<file path="src/rtl/g711_pkg.sv">
package g711_pkg;
    localparam int LIN_W     = 14;
    localparam int MAG_W     = LIN_W - 1;
    localparam int CODE_W    = 8;
    localparam int SEG_W     = 3;
    localparam int STEP_W    = 4;
    localparam int IDX_W     = $clog2(MAG_W);
    localparam logic [MAG_W-1:0] A_MAX_MAG  = MAG_W'(4095);
    localparam logic [MAG_W-1:0] MU_MAX_MAG = MAG_W'(8158);
    localparam logic [MAG_W-1:0] MU_BIAS    = MAG_W'(33);
    localparam logic [SEG_W-1:0]  A_SEG_FLIP  = 3'b101;
    localparam logic [STEP_W-1:0] A_STEP_FLIP = 4'b0101;

    typedef struct packed {
        logic              pos;
        logic [SEG_W-1:0]  seg;
        logic [STEP_W-1:0] step;
    } code_t;
endpackage

</file>
<file path="src/rtl/g711_lead_one.sv">
module g711_lead_one #(
    parameter int W     = 13,
    parameter int IDX_W = $clog2(W)
) (
    input  logic [W-1:0]     vec,
    output logic [IDX_W-1:0] idx
);
    // highest set bit; zero when vec is zero
    always_comb begin
        idx = '0;
        for (int i = 0; i < W; i++) begin
            if (vec[i]) idx = IDX_W'(i);
        end
    end
endmodule

</file>
<file path="src/rtl/g711_enc_core.sv">
module g711_enc_core
    import g711_pkg::*;
(
    input  logic              law_mu,
    input  logic [LIN_W-1:0]  sample,
    output logic [CODE_W-1:0] code
);
    logic             pos;
    logic [MAG_W-1:0] mag_raw;
    logic [MAG_W-1:0] mag;
    logic [MAG_W-1:0] lim;
    logic [MAG_W-1:0] val;
    logic [IDX_W-1:0] msb;
    logic [SEG_W-1:0] seg;
    logic [3:0]       shamt;
    logic [MAG_W-1:0] shifted;
    code_t            raw;

    always_comb begin
        pos     = ~sample[LIN_W-1];
        // one's-complement magnitude keeps -0 distinct from +0
        mag_raw = pos ? sample[MAG_W-1:0] : ~sample[MAG_W-1:0];
        lim     = law_mu ? MU_MAX_MAG : A_MAX_MAG;
        mag     = (mag_raw > lim) ? lim : mag_raw;
        val     = law_mu ? (mag + MU_BIAS) : mag;
    end

    g711_lead_one #(.W(MAG_W), .IDX_W(IDX_W)) u_lod (
        .vec (val),
        .idx (msb)
    );

    always_comb begin
        if (law_mu) begin
            seg   = (val < MAG_W'(64)) ? '0 : SEG_W'(msb - IDX_W'(5));
            shamt = 4'(seg) + 4'd1;
        end else begin
            seg   = (val < MAG_W'(32)) ? '0 : SEG_W'(msb - IDX_W'(4));
            shamt = (seg == '0) ? 4'd1 : 4'(seg);
        end
        shifted  = val >> shamt;
        raw.pos  = pos;
        raw.seg  = seg;
        raw.step = shifted[STEP_W-1:0];
        if (law_mu) code = {raw.pos, ~raw.seg, ~raw.step};
        else        code = {raw.pos, raw.seg ^ A_SEG_FLIP, raw.step ^ A_STEP_FLIP};
    end
endmodule

</file>
<file path="src/rtl/g711_dec_core.sv">
module g711_dec_core
    import g711_pkg::*;
(
    input  logic              law_mu,
    input  logic [CODE_W-1:0] code,
    output logic [LIN_W-1:0]  sample
);
    code_t            raw;
    logic [MAG_W-1:0] odd;
    logic [MAG_W-1:0] base;
    logic [MAG_W-1:0] mag;

    always_comb begin
        raw.pos = code[CODE_W-1];
        if (law_mu) begin
            raw.seg  = ~code[6:4];
            raw.step = ~code[3:0];
        end else begin
            raw.seg  = code[6:4] ^ A_SEG_FLIP;
            raw.step = code[3:0] ^ A_STEP_FLIP;
        end
        odd  = MAG_W'({raw.step, 1'b1});
        base = odd + MAG_W'(32);
        if (law_mu)              mag = (base << raw.seg) - MU_BIAS;
        else if (raw.seg == '0)  mag = odd;
        else                     mag = base << (raw.seg - SEG_W'(1));
        sample = raw.pos ? {1'b0, mag} : ~{1'b0, mag};
    end
endmodule

</file>
<file path="src/rtl/g711_codec.sv">
module g711_codec
    import g711_pkg::*;
(
    input  logic              clk,
    input  logic              rst_n,
    input  logic              law_mu,
    input  logic              enc_in_valid,
    input  logic [LIN_W-1:0]  enc_in_sample,
    input  logic              dec_in_valid,
    input  logic [CODE_W-1:0] dec_in_code,
    output logic              enc_out_valid,
    output logic [CODE_W-1:0] enc_out_code,
    output logic              dec_out_valid,
    output logic [LIN_W-1:0]  dec_out_sample
);
    typedef struct packed {
        logic              enc_vld;
        logic [CODE_W-1:0] enc_code;
        logic              dec_vld;
        logic [LIN_W-1:0]  dec_sample;
    } state_t;

    state_t            st_d, st_q;
    logic [CODE_W-1:0] enc_code_c;
    logic [LIN_W-1:0]  dec_sample_c;

    g711_enc_core u_enc (
        .law_mu (law_mu),
        .sample (enc_in_sample),
        .code   (enc_code_c)
    );

    g711_dec_core u_dec (
        .law_mu (law_mu),
        .code   (dec_in_code),
        .sample (dec_sample_c)
    );

    always_comb begin
        st_d         = st_q;
        st_d.enc_vld = enc_in_valid;
        st_d.dec_vld = dec_in_valid;
        if (enc_in_valid) st_d.enc_code   = enc_code_c;
        if (dec_in_valid) st_d.dec_sample = dec_sample_c;
    end

    always_ff @(posedge clk) begin
        if (!rst_n) st_q <= '0;
        else        st_q <= st_d;
    end

    assign enc_out_valid  = st_q.enc_vld;
    assign enc_out_code   = st_q.enc_code;
    assign dec_out_valid  = st_q.dec_vld;
    assign dec_out_sample = st_q.dec_sample;

    AST_ENC_LATENCY: assert property (@(posedge clk) disable iff (!rst_n)
        enc_in_valid |=> enc_out_valid);
    AST_ENC_HOLD: assert property (@(posedge clk) disable iff (!rst_n)
        !enc_in_valid |=> (!enc_out_valid && $stable(enc_out_code)));
    AST_DEC_HOLD: assert property (@(posedge clk) disable iff (!rst_n)
        !dec_in_valid |=> (!dec_out_valid && $stable(dec_out_sample)));
    AST_ENC_POLARITY: assert property (@(posedge clk) disable iff (!rst_n)
        enc_in_valid |=> (enc_out_code[7] == !$past(enc_in_sample[LIN_W-1])));
    AST_DEC_POLARITY: assert property (@(posedge clk) disable iff (!rst_n)
        dec_in_valid |=> (dec_out_sample[LIN_W-1] == !$past(dec_in_code[7])));
    AST_A_DEC_RANGE: assert property (@(posedge clk) disable iff (!rst_n)
        (dec_in_valid && !law_mu) |=> (dec_out_sample[13] == dec_out_sample[12]));
    AST_A_POS_CLIP: assert property (@(posedge clk) disable iff (!rst_n)
        (enc_in_valid && !law_mu && !enc_in_sample[13] && enc_in_sample[12])
        |=> (enc_out_code == 8'hAA));
    AST_A_NEG_CLIP: assert property (@(posedge clk) disable iff (!rst_n)
        (enc_in_valid && !law_mu && enc_in_sample[13] && !enc_in_sample[12])
        |=> (enc_out_code == 8'h2A));
    AST_MU_POS_CLIP: assert property (@(posedge clk) disable iff (!rst_n)
        (enc_in_valid && law_mu && !enc_in_sample[13] && (enc_in_sample > 14'd8158))
        |=> (enc_out_code == 8'h80));
endmodule

</file>
<file path="config.mk">
export PLATFORM = sky130hd
export DESIGN_NAME = g711_codec
export DESIGN_NICKNAME = d
export VERILOG_FILES = /design/src/rtl/g711_pkg.sv /design/src/rtl/g711_lead_one.sv /design/src/rtl/g711_enc_core.sv /design/src/rtl/g711_dec_core.sv /design/src/rtl/g711_codec.sv
export SDC_FILE = /design/constraint.sdc
export NUM_CORES = 1
export LEC_CHECK = 0
export ABC_AREA = 1
export BUFFER_PORTS_ARGS = -buffer_cell sky130_fd_sc_hd__buf_4
export CAP_MARGIN = 20
export CORE_MARGIN = 2
export CORE_UTILIZATION = 54
export CTS_BUF_LIST = sky130_fd_sc_hd__clkbuf_8
export DETAILED_ROUTE_END_ITERATION = 10
export HOLD_SLACK_MARGIN = 0.06
export PLACE_DENSITY = 0.8
export RECOVER_POWER = 25
export SYNTH_ARGS = -nofsm -noshare
export SYNTH_HDL_FRONTEND = slang
export SYNTH_SLANG_ARGS = --single-unit
</file>
<file path="constraint.sdc">
create_clock -name clk -period 5.4 [get_ports clk]
set_clock_uncertainty 0.05 [all_clocks]
set_input_delay 1.08 -clock clk [delete_from_list [all_inputs] [get_ports clk]]
set_output_delay 1.08 -clock clk [all_outputs]
set_load 0.03 [all_outputs]
</file>
-- Yosys cells after proc, flatten, opt, wreduce, memory -nomap -nowiden
Index checks and enable logic that the tools add are counted.
- register bits: 24
- input port bits: 27
- output and inout port bits: 24
- word-level logic and storage cells: 56
- $add $sub $neg: 7
- $lt $le $gt $ge: 3
- shift operators: 3
- muxes and demuxes: 26
- bitwise operators: 11
- reductions and logical operators: 2
- operators with widths (cell ; number):
    13-bit two-way mux ; 6
    3-bit two-way mux ; 14
    13-bit by 3-bit left shift with 13-bit output ; 2
    14-bit two-way mux ; 1
    7-bit two-way mux ; 2
    13-bit inverter with 14-bit output ; 1
    13-bit by 6-bit adder with 13-bit output, second input constant ; 1
    13-bit > comparator ; 1
    13-bit by 6-bit < comparator with 1-bit output, second input constant ; 1
    13-bit by 7-bit < comparator with 1-bit output, second input constant ; 1
    13-bit inverter ; 1
    13-bit by 4-bit right shift with 4-bit output ; 1
    13-bit by 6-bit subtractor with 13-bit output, second input constant ; 1
    2-bit inverter ; 4
    4-bit inverter ; 2
    5-bit by 6-bit adder with 7-bit output, second input constant ; 1
    3-bit zero test ; 2
    3-bit inverter ; 2
    3-bit subtractor, second input constant ; 2
    3-bit by 1-bit adder with 4-bit output, second input constant ; 1
    4-bit two-way mux ; 1
    3-bit by 1-bit subtractor with 3-bit output, second input constant ; 1
    2-bit two-way mux ; 1
    1-bit two-way mux ; 1
    1-bit inverter ; 1

-- Depth between registers and ports, before layout
- word-level depth: 26
- gate-level depth with buffers: 47
- gate-level depth less buffers: 45

-- By module
Synthesis repeated with hierarchy kept, for this count alone.
- cell total of the unflattened synthesis: 711
- area, all modules: 3982.6 µm²
- modules (own cells, without submodules) (module ; times used ; cells an instance ; area an instance (µm²) ; seq. area each (µm²)):
    g711_enc_core ; 1 ; 315 ; 1596.5 ; 0.0
    g711_dec_core ; 1 ; 220 ; 1277.5 ; 0.0
    g711_codec ; 1 ; 145 ; 975.9 ; 480.5
    g711_lead_one ; 1 ; 31 ; 132.6 ; 0.0

-- Worst setup path after synthesis
Ideal clock, no wire load.
- path kind: input-to-reg
- from: input port enc_in_sample[13]
- to: register st_q (netlist bit enc_out_code[3])
- library setup time: 117 ps
- arrival: 5461 ps
- required time: 5233 ps
- setup slack: -229 ps
- stages: 41
- path buffers: 3
- path through: buf_6 > buf_4 > xnor2_1 > inv_1 > ha_1 > inv_1 > nor2_2 > nand2_1 > nor2_1 > nand3b_1 > nand2_4 > buf_8 > nand2_2 > ha_1 > or2_2 > o21a_1 > nand2_1 > nand2_1 > (+5 left out) > nand2_1 > nand2_1 > nand2_1 > nand2_1 > ha_1 > or2_1 > inv_1 > ha_1 > o21ai_2 > inv_2 > a21oi_2 > nand2_1 > nand2_1 > nor2_1 > nand2_1 > a21oi_1 > nor2_1 > nor2_1
- cells in the longest elaborated chain, start to end: 25
- elaborated cells on any way between the ends: 30
- those cells by class: 4 x add/sub; 3 x order compare; 1 x shift; 20 x mux; 1 x bitwise; 1 x reduce/logical
- ends and longest elaborated chain (element ; RTL line ; RTL):
    start: declaration ; g711_codec.sv:8 ; input logic [LIN_W-1:0] enc_in_sample,
    13-bit two-way mux * ; g711_enc_core.sv:22 ; mag_raw = pos ? sample[MAG_W-1:0] : ~sample[MAG_W-1:0];
    13-bit > comparator ; g711_enc_core.sv:24 ; mag = (mag_raw > lim) ? lim : mag_raw;
    13-bit two-way mux * ; g711_enc_core.sv:24 ;
    13-bit by 6-bit adder with 13-bit output ; g711_enc_core.sv:25 ; val = law_mu ? (mag + MU_BIAS) : mag;
    13-bit two-way mux * ; g711_enc_core.sv:25 ;
    branches (longest 17 deep; another with 3-bit two-way mux) ; -- ;
    13-bit by 4-bit right shift with 4-bit output * ; g711_enc_core.sv:41 ; shifted = val >> shamt;
    4-bit inverter ; g711_enc_core.sv:45 ; if (law_mu) code = {raw.pos, ~raw.seg, ~raw.step};
    7-bit two-way mux * ; g711_enc_core.sv:45 ;
    end signal: assignment ; g711_codec.sv:49 ; else st_q <= st_d;
    end: declaration ; g711_codec.sv:23 ; state_t st_d, st_q;
Every way passes the cells marked *.
A chain may end at the register's enable or synchronous reset.

-- Worst setup path in the final report
Same ends and word-level chain as after synthesis.

==> impl_metrics.json <==
{
  "setup_ws_ns": 0.193,
  "async_reset_ff_share_pct": 0,
  "multi_input_area_sq_mm": 0.00271,
  "crit_required_ns": 5.55,
  "grt_start_max_net_pins": 41,
  "routedWlPerCell_microns": 12.6,
  "pwr-share-clk_pct": 15.6,
  "fin_tns_setup_ns": 0,
  "die_w_microns": 83.2,
  "clk_pin_slew_ns": 0.08,
  "hold_violations": 0,
  "p_comb_share_pct": 64.0,
  "clockBufferDepth": 2,
  "seq_power_share_pct": 20.4,
  "clock_latency_ns": 0.27,
  "coreArea_sq_mm": 0.00599,
  "die_area_sq_mm": 0.00692,
  "cts_sinks": 24,
  "path_buf_inv": 6,
  "synthTopCellsByArea": "nand2_1 (22%), dfxtp_1 (14%), inv_1 (7.1%), o21ai_0 (6.6%), nor2_1 (5.4%)",
  "synth_top_area_share_pct": 21.6,
  "syn_nets": 639,
  "final_common_cell": "nand2_1",
  "synth_largest_area_cell": "nand2_1",
  "slowest_stage": "ha_1",
  "min_period_over_period_pct": 96.4,
  "fillers": 544,
  "gp_congestion": 0.998,
  "power_switching_w": 0.000462,
  "dp_slack_ns": -0.164,
  "critPathMaxFanout": 7,
  "ios": 51,
  "switching_share_pct": 46.0,
  "grt-ovfl-total": 0,
  "final_cell_mix": "nand2_1 (183), buf_4 (76), inv_1 (57), nor2_1 (46), o21ai_0 (45)",
  "wl_mm": 9.32,
  "cts_tree": "built",
  "clock.fmax_ghz": 0.192,
  "ys_ff_latch": 24,
  "worstSetupPathType": "in2reg",
  "power_density_mw_per_mm2": 235,
  "vias": 3972,
  "yosysSeqAreaShare_pct": 14.2,
  "hpwl_mm": 7.31,
  "rsz0062_at_grt": "true",
  "cp-start-kind": "primary input",
  "maxCapViolations": 0,
  "seqCellArea_sq_um": 480,
  "slew_violations": 0,
  "tightest_slew_ns": 0.706,
  "grt_pass1_wl_mm": 15.6,
  "ant_nets": 0,
  "std_cell_rows": 28,
  "fin_nets": 707,
  "die_h_microns": 83.2,
  "maxSlewHeadroom_pct": 53.0,
  "portBuffers": 50,
  "initial_core_util_pct": 56.6,
  "synth_area_per_cell_sq_um": 5.65,
  "critPathMaxStageDelay_ns": 0.30,
  "hp-class": "reg2reg",
  "fin_crit_ns": 5.21,
  "cp_top_family": "simple AND/OR/NAND/NOR gates",
  "dp_cells": 727,
  "final_util_pct": 71.2,
  "viasPerCell": 5.35,
  "synthCells": 600,
  "post_synth_num_cell_types": 45,
  "cp-end-kind": "flip-flop",
  "track_usage_pct": 25.8,
  "syn_area_sq_mm": 0.00339,
  "antenna_found_initial": 0,
  "drc": 0,
  "p_int_w": 0.000542,
  "status": "finished clean",
  "drt-pass1-iter-count": 6,
  "antenna_cells": 0,
  "htreeDepth": 1,
  "crit_arrival_ns": 5.36,
  "synth_edf_count": 0,
  "cts_buffers": 3,
  "leakage_nw": 2.21,
  "stdcell_count": 742,
  "area_delta_synth_final_pct": 25.9,
  "ctsHoldBuffers": 0,
  "clockRootBuffer": "clkbuf_8",
  "drt-initial-drc-count": 227,
  "setup_violations": 0,
  "layout-drive-gt1-share_pct": 24.9,
  "grt_pass1_vias": 3526,
  "ir_worst_vdd_v": 0.000239,
  "synth_ff_type": "dfxtp_1",
  "whs_ns": 0.424,
  "yosysWarnings": 0
}
==> synth_stat cells, types with 2 or more instances <==
library cell    n
xor2_1         14
mux2i_1         2
a21oi_2         3
buf_6           3
or2_2           2
a221oi_1        2
o221ai_1        5
nand3b_1        2
xnor2_1         5
inv_2           5
nand2_2        15
nor2_2          6
nor2_1         49
o211ai_1        4
o21ai_0        45
nand3_2         7
buf_2           2
nand3_1        36
inv_1          64
a21oi_1        33
and2_1          2
dfxtp_1        24
o21ai_1         8
clkbuf_1       15
nand2_4         4
clkinv_1        3
nand4_1        10
ha_1           12
nand2_1       195
a22oi_1         2
a31oi_1         6
nand3_4         2
==> flip-flops by register name (all words and copies together) (netlist names) <==
| signal | count |
|---|---|
| dec_out_sample | 14 |
| enc_out_code | 8 |
| dec_out_valid | 1 |
| enc_out_valid | 1 |
==> power by group through the flow <==
stage	clock [W]	sequential, W	combinational (W)
3_5_place_dp	0	0.000209	0.000580
6_report	0.000157	0.000205	0.000643
2_1_floorplan	0	0.000245	0.000387
4_1_cts	0.000158	0.000205	0.000584
3_3_place_gp	0	0.000208	0.000570
5_1_grt	0.000167	0.000207	0.000714
==> cell families after synthesis <==
family          count (synthesis)  synth area share, %
compound gates                113                 19.3
xor+xnor                       19                 4.91
flops                          24                 14.2
fa+ha+maj                      12                 4.43
mux                             2                0.591
buf+inv                        96                 11.9
simple gates                  334                 44.7
==> worst reg2reg max path: stages (launching register included) <==
cell and delay (ns):
dfxtp_1 0.33, nor2_1 0.08, nor2_1 0.04, o21ai_0 0.07
inv_1 0.05
==> final cells by class <==
class	instances	area share [%]
timing repair buffer	86	14.8
inverter	73	6.57
clock inverter	1	0.704
sequential	24	11.3
clock buffer	3	0.968
tap	75	2.20
multi-input combinational	480	63.5
==> stage by stage <==
stage	cell area (sq um)	total power (W)
floorplan	3460	0.000632
global placement	3990	0.000779
detailed placement	3990	0.000789
CTS	4060	0.000947
global route	4270	0.00109
finish	4270	0.00100
==> path summary, 6_finish.rpt <==
kind,end,start,slack [ns],cells after the start
worst max-delay path,enc_out_code[3]$_SDFFE_PN0P_,enc_in_sample[13],0.19,38
worst max register to register,dec_out_sample[9]$_SDFFE_PN0P_,dec_out_sample[9]$_SDFFE_PN0P_,4.68,4
worst min-delay path,enc_out_code[2]$_SDFFE_PN0P_,enc_out_code[2]$_SDFFE_PN0P_,0.42,2
worst min register to register,enc_out_code[2]$_SDFFE_PN0P_,enc_out_code[2]$_SDFFE_PN0P_,0.42,2
==> metal layers <==
metal  vias to the layer above  part of all wire [%]  track usage (%)
met2                       120                    47             45.5
met5                         -                     0                0
met1                      1763                    47             35.0
met3                        10                   4.6             1.89
li1                       2079                     -                -
met4                         0                   1.1             4.17
==> what timing repair did <==
action / 4_1_cts / 5_1_grt
setup buffers: 0 / 11
endpoints found under the setup margin: 0 / 4
endpoints found under the hold margin: 0 / 0
resized for setup: 0 / 40
Power figures use the tool's default switching activity.
